## src/rtl/motor_i2c_pkg.sv

```systemverilog
package motor_i2c_pkg;
    localparam int REG_W       = 8;
    localparam int NUM_REGS    = 8;
    localparam int IDX_PCNT_LO = 3;
    localparam int IDX_PWIDTH  = 4;
    localparam int IDX_PHASE   = 5;
    localparam int IDX_HYBRID  = 7;
    localparam logic [5:0]       DEV_ADDR_HI = 6'b101010;
    localparam logic [REG_W-1:0] HYBRID_RST  = 8'h80;

    typedef enum logic [2:0] {
        ST_IDLE,
        ST_ADDR,
        ST_ADDR_ACK,
        ST_PTR,
        ST_PTR_ACK,
        ST_DATA,
        ST_DATA_ACK,
        ST_IGNORE
    } i2c_state_e;

    function automatic logic [REG_W-1:0] reg_reset_value(input int idx);
        return (idx == IDX_HYBRID) ? HYBRID_RST : '0;
    endfunction
endpackage

```

## src/rtl/i2c_bus_sampler.sv

```systemverilog
module i2c_bus_sampler #(
    parameter int STAGES = 2
) (
    input  logic clk,
    input  logic rst_n,
    input  logic scl_in,
    input  logic sda_in,
    output logic sda_s,
    output logic scl_rise,
    output logic scl_fall,
    output logic start_det,
    output logic stop_det
);
    localparam int LINES = 2;

    logic [LINES-1:0] raw;
    logic [LINES-1:0] now_v;
    logic [LINES-1:0] prev_v;

    assign raw = {sda_in, scl_in};

    for (genvar g = 0; g < LINES; g++) begin : g_line
        logic [STAGES:0] pipe_q;
        always_ff @(posedge clk) begin
            if (!rst_n) pipe_q <= '1;
            else        pipe_q <= {pipe_q[STAGES-1:0], raw[g]};
        end
        assign now_v[g]  = pipe_q[STAGES-1];
        assign prev_v[g] = pipe_q[STAGES];
    end

    assign sda_s     = now_v[1];
    assign scl_rise  = now_v[0] & ~prev_v[0];
    assign scl_fall  = ~now_v[0] & prev_v[0];
    assign start_det = now_v[0] & prev_v[0] & ~now_v[1] & prev_v[1];
    assign stop_det  = now_v[0] & prev_v[0] & now_v[1] & ~prev_v[1];
endmodule

```

## src/rtl/i2c_wr_fsm.sv

```systemverilog
module i2c_wr_fsm
    import motor_i2c_pkg::*;
#(
    parameter int BYTE_W = REG_W,
    parameter int NREG   = NUM_REGS
) (
    input  logic              clk,
    input  logic              rst_n,
    input  logic              scl_rise,
    input  logic              scl_fall,
    input  logic              start_det,
    input  logic              stop_det,
    input  logic              sda_s,
    input  logic              addr_pin,
    output logic              sda_pull_low,
    output logic              wr_en,
    output logic [BYTE_W-1:0] wr_addr,
    output logic [BYTE_W-1:0] wr_data
);
    localparam int CNT_W = $clog2(BYTE_W + 1);
    localparam logic [CNT_W-1:0]  FULL_CNT = CNT_W'(BYTE_W);
    localparam logic [BYTE_W-1:0] LAST_IDX = BYTE_W'(NREG - 1);

    i2c_state_e        state_q, state_d;
    logic [CNT_W-1:0]  bit_cnt_q;
    logic [BYTE_W-1:0] shift_q;
    logic [BYTE_W-1:0] ptr_q;
    logic              byte_done;
    logic              addr_hit;
    logic              shifting;
    logic              in_ack;

    assign byte_done = scl_fall && (bit_cnt_q == FULL_CNT);
    assign addr_hit  = (shift_q == {DEV_ADDR_HI, addr_pin, 1'b0});
    assign shifting  = (state_q == ST_ADDR) || (state_q == ST_PTR) || (state_q == ST_DATA);
    assign in_ack    = (state_q == ST_ADDR_ACK) || (state_q == ST_PTR_ACK) || (state_q == ST_DATA_ACK);

    // next-state logic
    always_comb begin
        state_d = state_q;
        if (start_det) begin
            state_d = ST_ADDR;
        end else if (stop_det) begin
            state_d = ST_IDLE;
        end else begin
            unique case (state_q)
                ST_IDLE:     state_d = ST_IDLE;
                ST_ADDR:     if (byte_done) state_d = addr_hit ? ST_ADDR_ACK : ST_IGNORE;
                ST_ADDR_ACK: if (scl_fall)  state_d = ST_PTR;
                ST_PTR:      if (byte_done) state_d = ST_PTR_ACK;
                ST_PTR_ACK:  if (scl_fall)  state_d = ST_DATA;
                ST_DATA:     if (byte_done) state_d = ST_DATA_ACK;
                ST_DATA_ACK: if (scl_fall)  state_d = ST_DATA;
                ST_IGNORE:   state_d = ST_IGNORE;
            endcase
        end
    end

    // state register
    always_ff @(posedge clk) begin
        if (!rst_n) state_q <= ST_IDLE;
        else        state_q <= state_d;
    end

    // byte assembly and register pointer
    always_ff @(posedge clk) begin
        if (!rst_n) begin
            bit_cnt_q <= '0;
            shift_q   <= '0;
            ptr_q     <= '0;
        end else begin
            if (start_det || (in_ack && scl_fall)) begin
                bit_cnt_q <= '0;
            end else if (shifting && scl_rise && (bit_cnt_q != FULL_CNT)) begin
                bit_cnt_q <= bit_cnt_q + 1'b1;
                shift_q   <= {shift_q[BYTE_W-2:0], sda_s};
            end
            if (!start_det && !stop_det && byte_done) begin
                if (state_q == ST_PTR) begin
                    ptr_q <= shift_q;
                end else if ((state_q == ST_DATA) && (ptr_q < LAST_IDX)) begin
                    ptr_q <= ptr_q + 1'b1;
                end
            end
        end
    end

    // outputs
    always_comb begin
        sda_pull_low = in_ack;
        wr_en        = (state_q == ST_DATA) && (state_d == ST_DATA_ACK);
        wr_addr      = ptr_q;
        wr_data      = shift_q;
    end

    assert_ack_after_fall_R3: assert property (@(posedge clk) disable iff (!rst_n)
        $rose(sda_pull_low) |-> $past(scl_fall));

    assert_ack_release_R4: assert property (@(posedge clk) disable iff (!rst_n)
        $fell(sda_pull_low) |-> $past(scl_fall || start_det || stop_det));

    assert_stop_idle_R5: assert property (@(posedge clk) disable iff (!rst_n)
        (stop_det && !start_det) |=> (state_q == ST_IDLE));

    assert_ptr_cap_R10: assert property (@(posedge clk) disable iff (!rst_n)
        (wr_en && (wr_addr >= LAST_IDX)) |=> $stable(ptr_q));
endmodule

```

## src/rtl/motor_reg_bank.sv

```systemverilog
module motor_reg_bank
    import motor_i2c_pkg::*;
#(
    parameter int BYTE_W = REG_W,
    parameter int NREG   = NUM_REGS
) (
    input  logic                   clk,
    input  logic                   rst_n,
    input  logic                   standby_n,
    input  logic                   wr_en,
    input  logic [BYTE_W-1:0]      wr_addr,
    input  logic [BYTE_W-1:0]      wr_data,
    output logic [NREG*BYTE_W-1:0] regs_flat,
    output logic                   pcnt_load
);
    for (genvar g = 0; g < NREG; g++) begin : g_reg
        localparam logic [BYTE_W-1:0] IDX = BYTE_W'(g);
        localparam bit CLEAR_ON_STBY = (g == IDX_PWIDTH) || (g == IDX_PHASE);
        logic [BYTE_W-1:0] val_q;
        always_ff @(posedge clk) begin
            if (!rst_n) begin
                val_q <= BYTE_W'(reg_reset_value(g));
            end else if (CLEAR_ON_STBY && !standby_n) begin
                val_q <= '0;
            end else if (wr_en && (wr_addr == IDX)) begin
                val_q <= wr_data;
            end
        end
        assign regs_flat[g*BYTE_W +: BYTE_W] = val_q;
    end

    always_ff @(posedge clk) begin
        if (!rst_n) pcnt_load <= 1'b0;
        else        pcnt_load <= wr_en && (wr_addr == BYTE_W'(IDX_PCNT_LO));
    end

    assert_load_single_R9: assert property (@(posedge clk) disable iff (!rst_n)
        pcnt_load |=> !pcnt_load);

    assert_load_follows_write_R9: assert property (@(posedge clk) disable iff (!rst_n)
        pcnt_load |-> $past(wr_en));

    assert_standby_clear_R8: assert property (@(posedge clk) disable iff (!rst_n)
        !standby_n |=> (regs_flat[IDX_PWIDTH*BYTE_W +: BYTE_W] == '0)
                    && (regs_flat[IDX_PHASE*BYTE_W +: BYTE_W] == '0));

    assert_high_ptr_drop_R10: assert property (@(posedge clk) disable iff (!rst_n)
        (wr_en && (wr_addr >= BYTE_W'(NREG)) && standby_n) |=> $stable(regs_flat));
endmodule

```

## src/rtl/i2c_wr_regbank.sv

```systemverilog
module i2c_wr_regbank
    import motor_i2c_pkg::*;
#(
    parameter int SYNC_STAGES = 2
) (
    input  logic             clk,
    input  logic             rst_n,
    input  logic             scl_in,
    input  logic             sda_in,
    input  logic             addr_pin,
    input  logic             standby_n,
    output logic             sda_pull_low,
    output logic [REG_W-1:0] ctrl_reg,
    output logic [REG_W-1:0] period_lo_reg,
    output logic [REG_W-1:0] pulse_cnt_hi,
    output logic [REG_W-1:0] pulse_cnt_lo,
    output logic [REG_W-1:0] pulse_width,
    output logic [REG_W-1:0] phase_shift,
    output logic [REG_W-1:0] offset_mode,
    output logic [REG_W-1:0] hybrid_speed,
    output logic             pulse_cnt_load
);
    localparam int FLAT_W = NUM_REGS * REG_W;

    logic              sda_s, scl_rise, scl_fall, start_det, stop_det;
    logic              wr_en;
    logic [REG_W-1:0]  wr_addr, wr_data;
    logic [FLAT_W-1:0] regs_flat;

    i2c_bus_sampler #(.STAGES(SYNC_STAGES)) u_sampler (
        .clk       (clk),
        .rst_n     (rst_n),
        .scl_in    (scl_in),
        .sda_in    (sda_in),
        .sda_s     (sda_s),
        .scl_rise  (scl_rise),
        .scl_fall  (scl_fall),
        .start_det (start_det),
        .stop_det  (stop_det)
    );

    i2c_wr_fsm #(.BYTE_W(REG_W), .NREG(NUM_REGS)) u_fsm (
        .clk          (clk),
        .rst_n        (rst_n),
        .scl_rise     (scl_rise),
        .scl_fall     (scl_fall),
        .start_det    (start_det),
        .stop_det     (stop_det),
        .sda_s        (sda_s),
        .addr_pin     (addr_pin),
        .sda_pull_low (sda_pull_low),
        .wr_en        (wr_en),
        .wr_addr      (wr_addr),
        .wr_data      (wr_data)
    );

    motor_reg_bank #(.BYTE_W(REG_W), .NREG(NUM_REGS)) u_bank (
        .clk       (clk),
        .rst_n     (rst_n),
        .standby_n (standby_n),
        .wr_en     (wr_en),
        .wr_addr   (wr_addr),
        .wr_data   (wr_data),
        .regs_flat (regs_flat),
        .pcnt_load (pulse_cnt_load)
    );

    assign ctrl_reg      = regs_flat[0*REG_W +: REG_W];
    assign period_lo_reg = regs_flat[1*REG_W +: REG_W];
    assign pulse_cnt_hi  = regs_flat[2*REG_W +: REG_W];
    assign pulse_cnt_lo  = regs_flat[3*REG_W +: REG_W];
    assign pulse_width   = regs_flat[4*REG_W +: REG_W];
    assign phase_shift   = regs_flat[5*REG_W +: REG_W];
    assign offset_mode   = regs_flat[6*REG_W +: REG_W];
    assign hybrid_speed  = regs_flat[7*REG_W +: REG_W];
endmodule

```

## config.mk

```make
export PLATFORM = sky130hd
export DESIGN_NAME = i2c_wr_regbank
export DESIGN_NICKNAME = d
export VERILOG_FILES = /design/src/rtl/motor_i2c_pkg.sv /design/src/rtl/i2c_bus_sampler.sv /design/src/rtl/i2c_wr_fsm.sv /design/src/rtl/motor_reg_bank.sv /design/src/rtl/i2c_wr_regbank.sv
export SDC_FILE = /design/constraint.sdc
export NUM_CORES = 1
export LEC_CHECK = 0
export BUFFER_PORTS_ARGS = -buffer_cell sky130_fd_sc_hd__buf_2
export CAP_MARGIN = 20
export CORE_MARGIN = 2
export CORE_UTILIZATION = 50
export CTS_BUF_LIST = sky130_fd_sc_hd__clkbuf_16
export CTS_CLUSTER_SIZE = 12
export DETAILED_ROUTE_END_ITERATION = 10
export PLACE_DENSITY_LB_ADDON = 0.08
export SETUP_SLACK_MARGIN = 0.2
export SLEW_MARGIN = 20
export SYNTH_ARGS = -nofsm -noshare
export SYNTH_HDL_FRONTEND = slang
export SYNTH_SLANG_ARGS = --single-unit
```

## constraint.sdc

```tcl
create_clock -name clk -period 2.15 [get_ports clk]
set_clock_uncertainty 0.2 [all_clocks]
set_input_delay 0.43 -clock clk [delete_from_list [all_inputs] [get_ports clk]]
set_output_delay 0.43 -clock clk [all_outputs]
set_load 0.05 [all_outputs]
```

Word-level counts from Yosys, hierarchy flattened
Cells that the tools add are included.
{ "word_totals": {"out_inout_bits": 66, "wordCells": 91, "regBits": 94} }
{ "op_classes": {"n_eq_ne": 18, "n_mux": 11, "reduce_logical": 31, "bitwise": 13, "magnitude_cmp": 1, "addsub": 2} }
{ "ops": {"columns": ["cell", "count"], "rows": [
  ["$eq 8x3->1 const B", 4],
  ["$mux 3", 8],
  ["$pmux 3 s7", 1],
  ["$eq 8x2->1 const B", 2],
  ["$logic_and 1x1->1", 16],
  ["$mux 8", 2],
  ["$eq 3x3->1 const B", 5],
  ["$add 8x1->8 const B", 1],
  ["$eq 8x1->1 const B", 1],
  ["$eq 8x8->1", 1],
  ["$logic_not 8->1", 1],
  ["$lt 8x3->1 const B", 1],
  ["$and 1x1->1", 7],
  ["$eq 3x2->1 const B", 2],
  ["$not 1->1", 6],
  ["$reduce_and 2->1", 3],
  ["$logic_or 1x1->1", 5],
  ["$add 4x1->4 const B", 1],
  ["$eq 4x4->1 const B", 1],
  ["$ne 4x4->1 const B", 1],
  ["$reduce_or 2->1", 2],
  ["$eq 3x1->1 const B", 1],
  ["$logic_not 3->1", 1],
  ["$logic_not 1->1", 2],
  ["$reduce_bool 2->1", 1]
]} }

Longest topological paths before layout
Gate-level depths: netlist of the first run.
{ "depth": {"word_depth": 10, "ltp_mapped": 9, "depth_no_buf": 6} }

Hierarchy
A second synthesis of the first run with hierarchy kept.
{ "unflattened": {"hier_cells": 403, "hier_area_um2": 3912.5} }
{ "modules_own_cells": {"columns": ["module", "area_per_inst_um2", "n_inst", "seq_area_each_um2", "cells_each"], "rows": [
  ["motor_reg_bank", 2468.6, 1, 1301.2, 243],
  ["i2c_wr_fsm", 1253.7, 1, 460.4, 144],
  ["i2c_bus_sampler", 190.2, 1, 120.1, 16]
]} }

Worst setup path before layout of the first run
Ideal clock, no wire load.
{ "synth_path": {"kind": "flip-flop to flip-flop", "startpoint": "register u_fsm.bit_cnt_q[0]", "endpoint": "register u_bank.g_reg[6].val_q[1]", "required_ps": 1878, "stages_incl_launch_ff": 9, "slack_ps": 142, "setup_time_ps": 72, "arrival_ps": 1736, "cell_sequence": "dfxtp_1 > inv_1 > ha_1 > and3b_1 > buf_2 > a31oi_4 > buf_4 > nor3_4 > mux2i_1"} }
{ "synth_between": {"elab_chain_cells": 9, "elab_cells_between_ends": 11} }
{ "synth_rtl": {"columns": ["item", "line", "text"], "rows": [
  ["start: declaration", "i2c_wr_fsm.sv:25", "logic [CNT_W-1:0] bit_cnt_q;"],
  ["start signal: assignment", "i2c_wr_fsm.sv:75", "bit_cnt_q <= bit_cnt_q + 1'b1;"],
  ["$eq 4x4->1 *", "i2c_wr_fsm.sv:33", "assign byte_done = scl_fall && (bit_cnt_q == FULL_CNT);"],
  ["$logic_and 1x1->1 *", "i2c_wr_fsm.sv:33", null],
  ["$mux 3, on equally long branches", "i2c_wr_fsm.sv:52, i2c_wr_fsm.sv:48, i2c_wr_fsm.sv:50", null],
  ["$pmux 3 s7 *", "i2c_wr_fsm.sv:46", "unique case (state_q)"],
  ["$mux 3 *", "i2c_wr_fsm.sv:43", "end else if (stop_det) begin"],
  ["$mux 3 *", "i2c_wr_fsm.sv:41", "if (start_det) begin"],
  ["$eq 3x3->1 *", "i2c_wr_fsm.sv:91", "wr_en = (state_q == ST_DATA) && (state_d == ST_DATA_ACK);"],
  ["$logic_and 1x1->1 *", "i2c_wr_fsm.sv:91", null],
  ["$logic_and 1x1->1 *", "motor_reg_bank.sv:25", "end else if (wr_en && (wr_addr == IDX)) begin"],
  ["end signal: assignment", "motor_reg_bank.sv:22", "val_q <= BYTE_W'(reg_reset_value(g));"],
  ["end signal: assignment", "motor_reg_bank.sv:26", "val_q <= wr_data;"],
  ["end: declaration", "motor_reg_bank.sv:19", "logic [BYTE_W-1:0] val_q;"]
]} }
Mark *: on every way between the ends. The rest lies on a longest branch, timed or not.
A chain may end at the register's enable or synchronous reset.

Worst setup path after layout of the first run
{ "layout_path": {"startpoint": "register u_fsm.ptr_q[6], in the netlist u_fsm.wr_addr[6]", "endpoint": "register u_bank.g_reg[7].val_q[2]"} }
{ "layout_between": {"elab_chain_cells": 2} }
{ "layout_rtl": {"columns": ["item", "line", "text"], "rows": [
  ["start: declaration", "i2c_wr_fsm.sv:27", "logic [BYTE_W-1:0] ptr_q;"],
  ["start signal: assignment", "i2c_wr_fsm.sv:80", "ptr_q <= shift_q;"],
  ["start signal: assignment", "i2c_wr_fsm.sv:82", "ptr_q <= ptr_q + 1'b1;"],
  ["$eq 8x3->1", "motor_reg_bank.sv:25", null],
  ["$logic_and 1x1->1", "motor_reg_bank.sv:25", null],
  ["end signal: assignment", "motor_reg_bank.sv:22", null],
  ["end signal: assignment", "motor_reg_bank.sv:26", null],
  ["end: declaration", "motor_reg_bank.sv:19", null]
]} }
No other way between the ends.

==> results of run 1 <==
-- cell usage in the layout, fill, tap and decap left out, types with 7 or more instances in the layout --
cell type	instances
dfxtp_1	89
buf_2	70
nand2_1	63
mux2i_1	59
buf_4	41
nand3_1	22
nor2_1	21
o21ai_0	20
a21oi_1	19
clkbuf_16	9
nand2b_1	7
-- per-stage QoR --
stage	instances	area (µm²)	hold slack, ns	util
after global routing	621	5130	0.0718	0.664
after floorplan	412	3970	0.186	-
after global placement	596	4600	0.193	0.596
final	621	5130	0.0764	0.664
after detailed placement	596	4600	0.192	0.596
after CTS	620	5060	0.0659	0.655
-- repair_timing --
action,CTS,global route
resized for setup,11,19
pin swaps,6,7
buffers inserted,9,1
endpoints found under the setup margin,48,82
-- final cells by class --
| class | count | area (µm²) |
|---|---|---|
| Sequential cell | 94 | 1890 |
| Clock buffer | 9 | 225 |
| Timing Repair Buffer | 116 | 732 |
| Tap cell | 102 | 128 |
| Clock inverter | 6 | 118 |
| Fill cell | 619 | 2600 |
| Inverter | 8 | 30.0 |
| Multi-Input combinational cell | 286 | 2010 |
-- sequential cells by signal, indices dropped and copies added (netlist names) --
signal                   count
u_bank.g.val_q              64
u_fsm.wr_addr                8
u_fsm.wr_data                8
u_sampler.g_line.pipe_q      6
u_fsm.bit_cnt_q              4
u_fsm.state_q                3
u_bank.pcnt_load             1
-- worst paths after layout --
path	slack (ns)	to	cells past startpoint	startpoint
worst max-delay path	0.21	u_bank.g_reg[7].val_q[2]$_SDFFE_PN0P_	6	u_fsm.wr_addr[6]$_SDFFE_PN0P_
worst min-delay path	0.08	u_sampler.g_line[0].pipe_q[0]$_SDFF_PN1_	2	scl_in
worst max register to register	0.21	u_bank.g_reg[7].val_q[2]$_SDFFE_PN0P_	6	u_fsm.wr_addr[6]$_SDFFE_PN0P_
worst min register to register	0.21	u_sampler.g_line[0].pipe_q[1]$_SDFF_PN1_	1	u_sampler.g_line[0].pipe_q[0]$_SDFF_PN1_
-- critical path, stage by stage (launching register included) --
cell and delay, ns:
dfxtp_1 0.35, nor4_4 0.38, o211ai_4 0.19, buf_4 0.19, nor3_4 0.21, buf_12 0.16
mux2i_1 0.19
-- power groups by stage --
stage / Sequential (mW) / Clock, mW / Combinational, mW
floorplan: 1.79 / 0 / 0.0523
global placement: 1.79 / 0 / 0.0827
detailed placement: 1.79 / 0 / 0.0830
CTS: 1.75 / 1.86 / 0.0842
global route: 1.75 / 1.92 / 0.0949
finish: 1.75 / 1.84 / 0.0871
-- metal layers --
| metal | vias to the layer above | GRT usage |
|---|---|---|
| met5 | - | 0 |
| met4 | 0 | 0.0993 |
| met3 | 14 | 0.0596 |
| met2 | 88 | 0.390 |
| met1 | 1607 | 0.315 |
| li1 | 1652 | - |
-- logic make-up (layout without fill, tap and decap cells) --
family          after synthesis  in the layout  share of synthesized area
flops                        94             94                      0.474
buf+inv                      32            139                     0.0385
compound gates               68             68                      0.115
mux                          59             59                      0.149
xor+xnor                      5              5                     0.0110
simple gates                148            148                      0.193
fa+ha+maj                     6              6                     0.0189
==> flow_metrics.py, run 1 <==
metrics = {
    "synthesis": {
        "postSynthNetCount": 424,
        "yosys-top-cells-count": "94 x dfxtp_1, 63 x nand2_1, 59 x mux2i_1",
        "synth_edf_count": 0,
        "synth_largest_area_cell": "dfxtp_1",
        "synth_area_um2": 3970,
        "synth_most_common_cell": "dfxtp_1",
        "avgSynthCellArea_um2": 9.63,
        "synthArstFlopShare": 0,
        "netlist_top_cells_area": "dfxtp_1 47%, mux2i_1 15%, nand2_1 6.0%, nand3_1 2.8%, o21ai_0 2.8%",
        "yosysTopAreaCellShare": 0.474,
        "ys_types": 54,
        "synth-warning-count": 0,
        "yosysSeqAreaShare": 0.474,
        "synthCells": 412,
        "ys.flop_type": "dfxtp_1",
        "ys_ff_latch": 94,
    },
    "power": {
        "power_density_nw_per_um2": 717,
        "vdd_drop_max_mv": 0.456,
        "p_int_mw": 2.92,
        "clkPwrFrac": 0.499,
        "p_comb_frac": 0.024,
        "pwr-share-seq": 0.477,
        "power.leakage_nw": 2.11,
        "swShare": 0.206,
        "p_sw_uw": 758,
        "p_total_mw": 3.68,
    },
    "placed_design": {
        "dpl.hpwl_um": 6870,
        "gp_congestion": 0.904,
        "io_buffers": 71,
        "place_ws_ns": 0.101,
    },
    "critical_path": {
        "start_kind": "register",
        "worstSetupEndpointType": "register",
        "worst-setup-path-type": "register to register",
        "crit_required_ns": 2.21,
        "cp.arrival_ns": 2.00,
        "cp_max_fo": 8,
    },
    "layout": {
        "antenna_cells": 0,
        "drive_above_1_share": 0.312,
        "syn2layout_area_growth_pct": 29.3,
        "final_nets": 527,
    },
    "sta": {
        "timing.slew.headroom": 0.671,
        "finalSetupTns_ns": 0,
        "post-route-period-util": 0.902,
        "setup_viol": 0,
        "min_period_ns": 1.94,
        "fmax_mhz": 515,
        "worst_slack_ns": 0.210,
        "tightest_slew_ns": 0.493,
        "hold_violations": 0,
        "rsz0062_at_grt": "yes",
        "report.final.slew_viol_count": 0,
    },
    "route": {
        "m1WireLength_um": 4570,
        "first_iter_violations": 137,
        "firstDrtPassIters": 4,
        "wl_um": 9980,
        "wl_met2_um": 4700,
        "dr.max_layer_used": "met4",
        "vias": 3361,
        "viasPerCell": 5.41,
        "met3_length_um": 560,
        "wl_per_cell_um": 16.1,
        "antenna_left": 0,
        "remaining_drc_errors": 0,
    },
    "clock_network": {
        "cts-hold-fix-buffers": 0,
        "tritoncts": "done",
        "path_clk_slew_ns": 0.07,
        "cts_max_level": 3,
        "cts.path.max_buffers": 2,
        "cts_buffers": 9,
        "clk_root_buffer_cell": "clkbuf_16",
        "cts.sinks": 94,
        "insertion_delay_ns": 0.34,
    },
    "global_route": {
        "grt_pass1_vias": 3356,
        "grt_first_pass_wirelength_um": 16600,
        "antenna_found_initial": 0,
        "track_usage": 0.243,
        "grt_overflow": 0,
        "grt_max_degree": 42,
    },
    "floorplanning": {
        "die_y_um": 93.1,
        "initial_utilization": 0.513,
        "rows": 32,
        "io-pin-count": 72,
        "dieArea_um2": 8660,
        "coreArea_um2": 7730,
        "die_w_um": 93.1,
    },
    "hold_path": {
        "hold_path.class": "input port to register",
    },
    "run_status": {
        "status": "finished clean",
    },
    "flow_run": {
        "cap_viol_max_count": 0,
    },
}
No activity file was read; power rests on OpenSTA's default activity.
==> run 2: changes to the inputs <==
Settings changed: REMOVE_ABC_BUFFERS set to 1.
==> run 2 against run 1 <==
Net effect:
- via count shrank 0.83%
- fmax decreased by 1.4%
- highest routed layer unchanged
- critical path type unchanged
- die area did not move
- hold slack got worse by 0.0090 ns
==> flow_metrics.py, run 2 (synthesized netlist as in run 1, its figures left out) <==
metrics = {
    "clock_network": {
        "cts.path.max_buffers": 2,
        "cts_max_level": 3,
        "cts.sinks": 94,
        "tritoncts": "done",
        "path_clk_slew_ns": 0.07,
        "cts_buffers": 9,
        "insertion_delay_ns": 0.34,
        "clk_root_buffer_cell": "clkbuf_16",
    },
    "route": {
        "first_iter_violations": 142,
        "remaining_drc_errors": 0,
        "wl_per_cell_um": 16.3,
        "vias": 3333,
        "firstDrtPassIters": 4,
        "antenna_left": 0,
        "wl_um": 10100,
        "viasPerCell": 5.38,
    },
    "critical_path": {
        "r2r_slack_ns": 0.18,
        "cp.arrival_ns": 2.03,
        "r2r_cells": 6,
        "timing.rr.start": "u_fsm.state_q[1]$_SDFF_PN0_",
        "startpoint": "u_fsm.state_q[1]$_SDFF_PN0_",
        "cp_max_fo": 8,
        "timing.rr.end": "u_bank.g_reg[1].val_q[0]$_SDFFE_PN0P_",
        "worstSetupEndpointType": "register",
        "crit_path_end": "u_bank.g_reg[1].val_q[0]$_SDFFE_PN0P_",
        "crit_required_ns": 2.21,
        "start_kind": "register",
        "worst-setup-path-type": "register to register",
    },
    "sta": {
        "timing.slew.headroom": 0.645,
        "worst_slack_ns": 0.182,
        "whs_ns": 0.0674,
        "setup_viol": 0,
        "tightest_slew_ns": 0.531,
        "rsz0062_at_grt": "yes",
        "report.final.slew_viol_count": 0,
        "fmax_mhz": 508,
        "hold_violations": 0,
        "post-route-period-util": 0.916,
        "min_period_ns": 1.97,
    },
    "placed_design": {
        "place_ws_ns": 0.0855,
        "dpl.hpwl_um": 6920,
        "io_buffers": 71,
        "gp_congestion": 0.843,
        "placedCellCount": 592,
    },
    "flow_run": {
        "cap_viol_max_count": 0,
    },
    "layout": {
        "drive_above_1_share": 0.307,
        "syn2layout_area_growth_pct": 27.8,
        "multi_input_area_um2": 2000,
        "layout_common_cells": "89 x dfxtp_1, 70 x buf_2, 63 x nand2_1",
        "antenna_cells": 0,
        "num-fill-cells": 647,
        "final_cells": 620,
        "final_common_cell": "dfxtp_1",
        "final-seq-area_um2": 1890,
        "largest_reg_flops": 64,
        "final_nets": 525,
        "top_register": "u_bank.g.val_q",
    },
    "global_route": {
        "grt_max_degree": 39,
        "grt_pass1_vias": 3304,
        "antenna_found_initial": 0,
        "grt_first_pass_wirelength_um": 16100,
        "track_usage": 0.236,
        "grt_overflow": 0,
    },
    "power": {
        "power.leakage_nw": 2.08,
        "power_density_nw_per_um2": 663,
        "p_total_mw": 3.36,
        "vdd_drop_max_mv": 0.435,
    },
    "hold_path": {
        "hold_path.class": "input port to register",
    },
    "floorplanning": {
        "coreArea_um2": 7730,
        "initial_utilization": 0.513,
        "io-pin-count": 72,
        "dieArea_um2": 8660,
        "die_w_um": 93.1,
        "die_y_um": 93.1,
        "rows": 32,
    },
    "run_status": {
        "status": "finished clean",
    },
}
==> run 2: cell count changes in the layout (fill, tap and decap cells not counted), sizes merged <==
| cell | change |
|---|---|
| buf | -3 |
| bufinv | -3 |
| inv | +2 |
| clkbuf | +1 |
| clkinv | +1 |
| clkinvlp | +1 |
==> run 2: what timing repair did <==
item,CTS,global route
hold buffers,0,0
pin swaps,6,8
setup buffers,7,4
gates resized for setup,12,18
cloned,0,1
setup endpoints to repair,65,68
==> run 2: worst min path at each step <==
stage,from,endpoint,slack [ns],cells after the start
2_1_floorplan,u_sampler.g_line[0].pipe_q[0]$_SDFF_PN1_,u_sampler.g_line[0].pipe_q[1]$_SDFF_PN1_,0.19,1
3_3_place_gp,u_sampler.g_line[1].pipe_q[0]$_SDFF_PN1_,u_sampler.g_line[1].pipe_q[1]$_SDFF_PN1_,0.19,1
3_5_place_dp,u_sampler.g_line[1].pipe_q[0]$_SDFF_PN1_,u_sampler.g_line[1].pipe_q[1]$_SDFF_PN1_,0.20,1
4_1_cts,scl_in,u_sampler.g_line[0].pipe_q[0]$_SDFF_PN1_,0.06,2
5_1_grt,scl_in,u_sampler.g_line[0].pipe_q[0]$_SDFF_PN1_,0.08,2
6_report,scl_in,u_sampler.g_line[0].pipe_q[0]$_SDFF_PN1_,0.07,2
==> run 2: final cells by class <==
class                           count  area share
Clock buffer                        9      0.0444
Inverter                            8     0.00592
Tap cell                          102      0.0252
Multi-Input combinational cell    286       0.394
Timing Repair Buffer              114       0.146
Clock inverter                      7      0.0116
Sequential cell                    94       0.373
==> run 2: report_power, final <==
| group | leakage [nW] | internal (mW) | switching [mW] |
|---|---|---|---|
| clock network | 0.137 | 0.803 | 0.718 |
| logic | 1.19 | 0.0282 | 0.0551 |
| registers | 0.760 | 1.75 | 0.00683 |
| total | 2.08 | 2.58 | 0.780 |
==> run 2: worst max-delay path: stages, from the launching register on <==
cell	delay [ns]
dfxtp_2	0.34
nor4bb_4	0.27
buf_4	0.17
o211ai_4	0.14
nor4b_2	0.31
buf_4	0.26
mux2i_1	0.21
==> run 2: layer usage <==
layer  GRT usage  part of all wire  vias to the layer above
li1            -                 -                     1652
met5           0                 0                        -
met3      0.0532             0.052                        7
met4      0.0821            0.0081                        0
met1       0.302              0.45                     1603
met2       0.394              0.49                       71
==> run 2: stage by stage <==
step                 util  cell area [µm²]  setup TNS (ns)
CTS                 0.642             4960               0
global placement    0.592             4580               0
finish              0.656             5070               0
floorplan               -             3840          -39.87
detailed placement  0.592             4580               0
global route        0.656             5070               0
